**src/rtl/wrb_pkg.sv**
```systemverilog
package wrb_pkg;

    typedef enum logic [2:0] {
        F_IDLE,
        F_LO,
        F_MID,
        F_HI,
        F_STEP,
        F_DONE
    } fill_st_t;

    typedef enum logic [1:0] {
        R_IDLE,
        R_FETCH,
        R_OK,
        R_WAIT
    } read_st_t;

endpackage

```
**src/rtl/wrb_fill_fsm.sv**
```systemverilog
module wrb_fill_fsm
    import wrb_pkg::*;
#(
    parameter int DEPTH  = 16,
    parameter int DATA_W = 20,
    parameter int HW_W   = 16,
    parameter int ADDR_W = 32,
    localparam int IDX_W = $clog2(DEPTH),
    localparam int HI_W  = DATA_W - HW_W
) (
    input  logic              clk,
    input  logic              rst_n,
    input  logic              go,
    input  logic [ADDR_W-1:0] base,
    output logic              done,
    output logic              busy,
    output logic              hold,
    output logic              mem_rd,
    output logic [ADDR_W-1:0] mem_addr,
    input  logic              mem_ack,
    input  logic [HW_W-1:0]   mem_data,
    output logic              wr_en,
    output logic [IDX_W-1:0]  wr_idx,
    output logic [DATA_W-1:0] wr_word
);

    localparam logic [IDX_W-1:0] LAST_IDX = IDX_W'(DEPTH - 1);
    localparam logic [ADDR_W-1:0] HALF_STEP = ADDR_W'(2);

    fill_st_t         st, nxt;
    logic [IDX_W-1:0] idx;
    logic [HW_W-1:0]  lo_q;
    logic             at_last;

    assign at_last = (idx == LAST_IDX);

    // state register
    always_ff @(posedge clk) begin
        if (!rst_n) st <= F_IDLE;
        else        st <= nxt;
    end

    // next-state logic
    always_comb begin
        nxt = st;
        unique case (st)
            F_IDLE: if (go)      nxt = F_LO;
            F_LO:   if (mem_ack) nxt = F_MID;
            F_MID:               nxt = F_HI;
            F_HI:   if (mem_ack) nxt = at_last ? F_DONE : F_STEP;
            F_STEP:              nxt = F_LO;
            F_DONE: if (!go)     nxt = F_IDLE;
            default:             nxt = F_IDLE;
        endcase
    end

    // outputs
    always_comb begin
        mem_rd  = (st == F_LO) || (st == F_HI);
        done    = (st == F_DONE);
        busy    = (st != F_IDLE) && (st != F_DONE);
        hold    = busy || ((st == F_IDLE) && go);
        wr_en   = (st == F_HI) && mem_ack;
        wr_idx  = idx;
        wr_word = {mem_data[HI_W-1:0], lo_q};
    end

    // address, index and low-half datapath
    always_ff @(posedge clk) begin
        if (!rst_n) begin
            mem_addr <= '0;
            idx      <= '0;
            lo_q     <= '0;
        end else begin
            unique case (st)
                F_IDLE: if (go) begin
                    mem_addr <= base;
                    idx      <= '0;
                end
                F_LO: if (mem_ack) begin
                    lo_q     <= mem_data;
                    mem_addr <= mem_addr + HALF_STEP;
                end
                F_HI: if (mem_ack && !at_last) begin
                    mem_addr <= mem_addr + HALF_STEP;
                    idx      <= idx + 1'b1;
                end
                default: ;
            endcase
        end
    end

endmodule

```
**src/rtl/wrb_store.sv**
```systemverilog
module wrb_store #(
    parameter int DEPTH  = 16,
    parameter int DATA_W = 20,
    localparam int IDX_W = $clog2(DEPTH)
) (
    input  logic              clk,
    input  logic              we,
    input  logic [IDX_W-1:0]  widx,
    input  logic [DATA_W-1:0] wdata,
    input  logic              re,
    input  logic [IDX_W-1:0]  ridx,
    output logic [DATA_W-1:0] rdata
);

    logic [DATA_W-1:0] cells [DEPTH];

    always_ff @(posedge clk) begin
        if (we) cells[widx] <= wdata;
    end

    always_ff @(posedge clk) begin
        if (re) rdata <= cells[ridx];
    end

endmodule

```
**src/rtl/wrb_read_fsm.sv**
```systemverilog
module wrb_read_fsm
    import wrb_pkg::*;
#(
    parameter int DEPTH  = 16,
    parameter int DATA_W = 20,
    localparam int IDX_W = $clog2(DEPTH)
) (
    input  logic              clk,
    input  logic              rst_n,
    input  logic              hold,
    input  logic              req,
    input  logic              rewind,
    output logic              ren,
    output logic [IDX_W-1:0]  raddr,
    input  logic [DATA_W-1:0] ram_q,
    output logic [DATA_W-1:0] out_data,
    output logic              out_ok,
    output logic              out_last
);

    localparam logic [IDX_W-1:0] LAST_IDX = IDX_W'(DEPTH - 1);

    read_st_t         st, nxt;
    logic [IDX_W-1:0] ptr;

    // state register
    always_ff @(posedge clk) begin
        if (!rst_n) st <= R_IDLE;
        else        st <= nxt;
    end

    // next-state logic
    always_comb begin
        nxt = st;
        if (rewind) begin
            nxt = R_IDLE;
        end else begin
            unique case (st)
                R_IDLE:  if (req && !hold) nxt = R_FETCH;
                R_FETCH:                   nxt = R_OK;
                R_OK:                      nxt = R_WAIT;
                R_WAIT:  if (!req)         nxt = R_IDLE;
                default:                   nxt = R_IDLE;
            endcase
        end
    end

    // outputs
    always_comb begin
        ren    = (st == R_IDLE) && req && !hold && !rewind;
        raddr  = ptr;
        out_ok = (st == R_OK);
    end

    // pointer and output word registers
    always_ff @(posedge clk) begin
        if (!rst_n) begin
            ptr      <= '0;
            out_data <= '0;
            out_last <= 1'b0;
        end else begin
            if (rewind) begin
                ptr <= '0;
            end else if (st == R_OK) begin
                ptr <= (ptr == LAST_IDX) ? '0 : ptr + 1'b1;
            end
            if (st == R_FETCH && !rewind) begin
                out_data <= ram_q;
                out_last <= (ptr == LAST_IDX);
            end
        end
    end

endmodule

```
**src/rtl/word_refill_buf.sv**
```systemverilog
module word_refill_buf
    import wrb_pkg::*;
#(
    parameter int DEPTH  = 16,
    parameter int DATA_W = 20,
    parameter int HW_W   = 16,
    parameter int ADDR_W = 32
) (
    input  logic              clk,
    input  logic              rst_n,
    input  logic              fill_go,
    input  logic [ADDR_W-1:0] fill_base,
    output logic              fill_done,
    output logic              mem_rd,
    output logic [ADDR_W-1:0] mem_addr,
    input  logic              mem_ack,
    input  logic [HW_W-1:0]   mem_data,
    input  logic              rd_req,
    input  logic              rd_rewind,
    output logic [DATA_W-1:0] rd_data,
    output logic              rd_ok,
    output logic              rd_last
);

    localparam int IDX_W = $clog2(DEPTH);

    logic              fill_busy;
    logic              fill_hold;
    logic              wr_en;
    logic [IDX_W-1:0]  wr_idx;
    logic [DATA_W-1:0] wr_word;
    logic              ren;
    logic [IDX_W-1:0]  raddr;
    logic [DATA_W-1:0] ram_q;

    wrb_fill_fsm #(
        .DEPTH(DEPTH), .DATA_W(DATA_W), .HW_W(HW_W), .ADDR_W(ADDR_W)
    ) u_fill (
        .clk      (clk),
        .rst_n    (rst_n),
        .go       (fill_go),
        .base     (fill_base),
        .done     (fill_done),
        .busy     (fill_busy),
        .hold     (fill_hold),
        .mem_rd   (mem_rd),
        .mem_addr (mem_addr),
        .mem_ack  (mem_ack),
        .mem_data (mem_data),
        .wr_en    (wr_en),
        .wr_idx   (wr_idx),
        .wr_word  (wr_word)
    );

    wrb_store #(
        .DEPTH(DEPTH), .DATA_W(DATA_W)
    ) u_store (
        .clk   (clk),
        .we    (wr_en),
        .widx  (wr_idx),
        .wdata (wr_word),
        .re    (ren),
        .ridx  (raddr),
        .rdata (ram_q)
    );

    wrb_read_fsm #(
        .DEPTH(DEPTH), .DATA_W(DATA_W)
    ) u_read (
        .clk      (clk),
        .rst_n    (rst_n),
        .hold     (fill_hold),
        .req      (rd_req),
        .rewind   (rd_rewind),
        .ren      (ren),
        .raddr    (raddr),
        .ram_q    (ram_q),
        .out_data (rd_data),
        .out_ok   (rd_ok),
        .out_last (rd_last)
    );

endmodule

```
**config.mk**
```make
export PLATFORM = sky130hd
export DESIGN_NAME = word_refill_buf
export DESIGN_NICKNAME = d
export VERILOG_FILES = /design/src/rtl/wrb_pkg.sv /design/src/rtl/wrb_fill_fsm.sv /design/src/rtl/wrb_store.sv /design/src/rtl/wrb_read_fsm.sv /design/src/rtl/word_refill_buf.sv
export SDC_FILE = /design/constraint.sdc
export NUM_CORES = 1
export LEC_CHECK = 0
export CORE_UTILIZATION = 50
export CTS_BUF_LIST = sky130_fd_sc_hd__clkbuf_4
export DETAILED_ROUTE_END_ITERATION = 8
export DONT_BUFFER_PORTS = 1
export GPL_ROUTABILITY_DRIVEN = 0
export PLACE_DENSITY_LB_ADDON = 0.25
export SETUP_SLACK_MARGIN = 0.05
export SYNTH_ARGS = -nofsm -noshare
export SYNTH_HDL_FRONTEND = slang
export SYNTH_SLANG_ARGS = --single-unit
```
**constraint.sdc**
```tcl
create_clock -name clk -period 2.95 [get_ports clk]
set_input_delay 0.4425 -clock clk [delete_from_list [all_inputs] [get_ports clk]]
set_output_delay 0.4425 -clock clk [all_outputs]
set_load 0.05 [all_outputs]
```
==> flow_metrics.env <==
export IMPL_clock_sinks=422
export IMPL_finalPower_uw=12200
export IMPL_finalCritPeriodShare_pct=92.4
export IMPL_grt_pass1_wl_mm=59.7
export IMPL_synth_flop_cell="edfxtp_1"
export IMPL_arrival_ns=2.28
export IMPL_start_kind="register"
export IMPL_swShare_pct=23.7
export IMPL_dieArea_um2=34400
export IMPL_antenna_left=0
export IMPL_hp_start="rd_req"
export IMPL_endpoint_kind="output port"
export IMPL_clock_latency_ns=0.78
export IMPL_syn_cell_area_um2=16800
export IMPL_die_w_um=185
export IMPL_via_per_inst=5.86
export IMPL_yosysWarnings=0
export IMPL_critical_path_class="reg -> out"
export IMPL_tightest_slew_ns=0.954
export IMPL_finalHoldViolCount=0
export IMPL_numCtsBuffers=105
export IMPL_clockRootBuffer="clkbuf_4"
export IMPL_synthArstFlopShare_pct=0
export IMPL_final_layout_size_suffix_gt1_share_pct=29.6
export IMPL_dr_first_iter_drc_count=764
export IMPL_hold_path_depth=3
export IMPL_grt_usage_pct=23.9
export IMPL_wl_per_cell_um=23.1
export IMPL_avgSynthCellArea_um2=16.5
export IMPL_rr_worst_depth=6
export IMPL_hpwlAfterDp_mm=22.7
export IMPL_p_int_uw=9300
export IMPL_drc=0
export IMPL_r2r_slack_ns=0.36
export IMPL_start_util_pct=51.3
export IMPL_antenna_found_initial=3
export IMPL_syn_nets=1081
export IMPL_p_switching_uw=2890
export IMPL_synth_compound_area_share_pct=5.08
export IMPL_cpMaxStageDelayCell="dfxtp_1"
export IMPL_seqPwrFrac_pct=54.6
export IMPL_firstDrtPassIters=5
export IMPL_layout_common_cells="edfxtp_1 (340), clkbuf_4 (161), nand2_1 (122)"
export IMPL_hp_class="in -> reg"
export IMPL_htreeDepth=3
export IMPL_fp_dieH_um=185
export IMPL_regToRegStartpoint="u_fill.mem_addr[1]"
export IMPL_ys_types=62
export IMPL_post_cts_buffers=0
export IMPL_drt_wl_total_mm=39.8
export IMPL_grt_overflow_total=0
export IMPL_r2r_end="u_fill.mem_addr[20]"
export IMPL_synth_top_family_by_area="multiplexers"
export IMPL_portBuffers=0
export IMPL_slowest_delay_ns=0.50
export IMPL_regArea_um2=11900
export IMPL_synthMuxAreaShare_pct=13.8
export IMPL_routed_via_count=10100
export IMPL_p_leak_uw=0.00657
export IMPL_setup_tns_ns=0
export IMPL_cts_clk_slew_worst_paths_ns=0.06
export IMPL_power_frac_comb_pct=5.6
export IMPL_cp_data_required_time_ns=2.51
export IMPL_rsz0062_at_grt="false"
export IMPL_rows=66
export IMPL_clock_path_buffers=3
export IMPL_p_clk_share_pct=39.7
export IMPL_grt_pass1_vias=10300
export IMPL_final_common_cell="edfxtp_1"
export IMPL_finalSetupViolations=0
export IMPL_synth_ff_latch_count=422
export IMPL_final_max_slew_viol_count=0
export IMPL_multi_input_area_um2=4740
export IMPL_max_slew_margin_pct=36.2
export IMPL_fillers=2534
export IMPL_power_density_nw_per_um2=619
export IMPL_ir_worst_vdd_mv=0.383
export IMPL_fp_coreArea_um2=32800
export IMPL_min_to="u_read.st[0]"
export IMPL_synth_edf_count=340
export IMPL_max_freq_mhz=367
export IMPL_maxCapViolations=0
export IMPL_cp_cell_sequence="nand2b_1, inv_1, buf_4, buf_4"
export IMPL_syn_inst=1016
export IMPL_crit_fanout=11
export IMPL_grt_max_degree=58
export IMPL_io_pins=110
export IMPL_area_growth_syn_to_layout_pct=17.3
export IMPL_nets=1255
export IMPL_fin_crit_ns=2.73
export IMPL_status="finished, final reports clean"
export IMPL_synthAdderAreaFrac_pct=0.819
export IMPL_cp_common_cell="buf_4"
export IMPL_clock_skew_ns=0.0752
export IMPL_synthSimpleGateAreaFrac_pct=7.89
export IMPL_yosys_area_share_xor_xnor_pct=0.260
export IMPL_cts_tree="built"
export IMPL_yosysSeqAreaShare_pct=70.5
## layer usage
layer  wire [um]  vias up  track usage, %  share of wire [%]
li1            -     4459               -                  -
met1       16300     5123            30.7                 41
met2       19500      435            39.4                 49
met3        3230       70            6.10                8.1
met4         796        0            8.66                2.0
met5           0        -               0                  0
## synth_stat cells (3+ instances only)
| cell type | count | share of area, % |
|---|---|---|
| nand3b_1 | 4 | 0.18 |
| buf_2 | 12 | 0.36 |
| xor2_1 | 4 | 0.21 |
| o41ai_1 | 3 | 0.16 |
| o31ai_1 | 3 | 0.13 |
| nor3b_1 | 4 | 0.18 |
| buf_1 | 9 | 0.20 |
| a32oi_1 | 4 | 0.21 |
| nor2b_1 | 3 | 0.11 |
| nand4_1 | 13 | 0.48 |
| nand3_1 | 18 | 0.54 |
| inv_1 | 9 | 0.20 |
| and3_1 | 5 | 0.19 |
| and4_1 | 6 | 0.31 |
| a31oi_1 | 9 | 0.33 |
| nor2_1 | 45 | 1.0 |
| nor4_1 | 5 | 0.19 |
| o22ai_1 | 3 | 0.11 |
| o21ai_0 | 25 | 0.74 |
| nand2_1 | 122 | 2.7 |
| nand2b_1 | 7 | 0.26 |
| or3_1 | 6 | 0.22 |
| ha_1 | 11 | 0.82 |
| mux2i_1 | 6 | 0.36 |
| dfxtp_1 | 82 | 9.8 |
| a22oi_1 | 5 | 0.22 |
| edfxtp_1 | 340 | 61 |
| a211oi_1 | 3 | 0.13 |
| mux4_2 | 100 | 13 |
| a311oi_1 | 5 | 0.26 |
| clkbuf_1 | 36 | 0.80 |
| a21oi_1 | 58 | 1.7 |
| nor3_1 | 15 | 0.45 |
## cell families (layout without fill, tap and decap cells)
| logic type | after synthesis | after routing |
|---|---|---|
| xor+xnor | 5 | 5 |
| flops | 422 | 422 |
| compound gates | 135 | 135 |
| buf+inv | 68 | 327 |
| mux | 106 | 106 |
| other cells | 0 | 3 |
| simple gates | 269 | 269 |
| fa+ha+maj | 11 | 11 |
## worst max-delay path by stage
stage | to | depth (start not counted) | start
floorplan | u_store.cells[0][0] | 4 | u_fill.st[2]
global placement | u_fill.mem_addr[9] | 5 | u_fill.st[1]
detailed placement | u_fill.mem_addr[9] | 5 | u_fill.st[1]
CTS | u_fill.mem_addr[20] | 6 | u_fill.mem_addr[1]
global route | mem_rd | 4 | u_fill.st[0]
finish | mem_rd | 4 | u_fill.st[0]
## power by group through the flow
stage                     Sequential [uW]  Combinational (uW)  Clock [uW]
final                                6660                 686        4850
after global routing                 6670                 734        5300
after CTS                            6660                 677        4990
after detailed placement             6790                 600           0
after global placement               6780                 595           0
after floorplan                      6900                 294           0
## flip-flops by register name, summed over array words and instances, names as in the netlist
name             cells
u_fill.st            3
u_fill.lo_q         16
u_read.out_data     20
u_fill.mem_addr     32
u_read.out_last      1
u_read.st            2
u_store.rdata       20
u_store.cells      320
u_fill.wr_idx        4
u_read.raddr         4
## critical path, delay by kind of cell (launching register included)
| family | cells | cell delay, ns |
|---|---|---|
| buffers and inverters | 3 | 0.87 |
| DFF | 1 | 0.50 |
| and+or+nand+nor | 1 | 0.14 |
## what timing repair did
action                                  in CTS  in global routing
endpoints found under the setup margin       0                  1
endpoints found under the hold margin      127                  0
hold buffers                                51                  0
resized for setup                            0                  1
## area by class of cell
type / count / share of cell area, %
Antenna cell: 3 / 0.0381
Inverter: 9 / 0.171
Clock inverter: 31 / 0.844
Clock buffer: 161 / 6.13
Sequential cell: 422 / 60.2
Tap cell: 442 / 2.81
Multi-Input combinational cell: 526 / 24.1
Timing Repair Buffer: 126 / 5.76
## through the flow
step / util (%) / worst slack [ns] / hold WS (ns) / std cells / area, um2
2_1_floorplan: - / 0.252 / 0.471 / 1016 / 16800
3_3_place_gp: 54.3 / 0.703 / 0.477 / 1474 / 17800
3_5_place_dp: 54.3 / 0.627 / 0.492 / 1474 / 17800
4_1_cts: 60.1 / 0.147 / 0.00416 / 1717 / 19700
5_1_grt: 60.1 / 0.105 / 0.00947 / 1720 / 19700
6_report: 60.1 / 0.223 / 0.0581 / 1720 / 19700
Power figures use the tool's default switching activity.
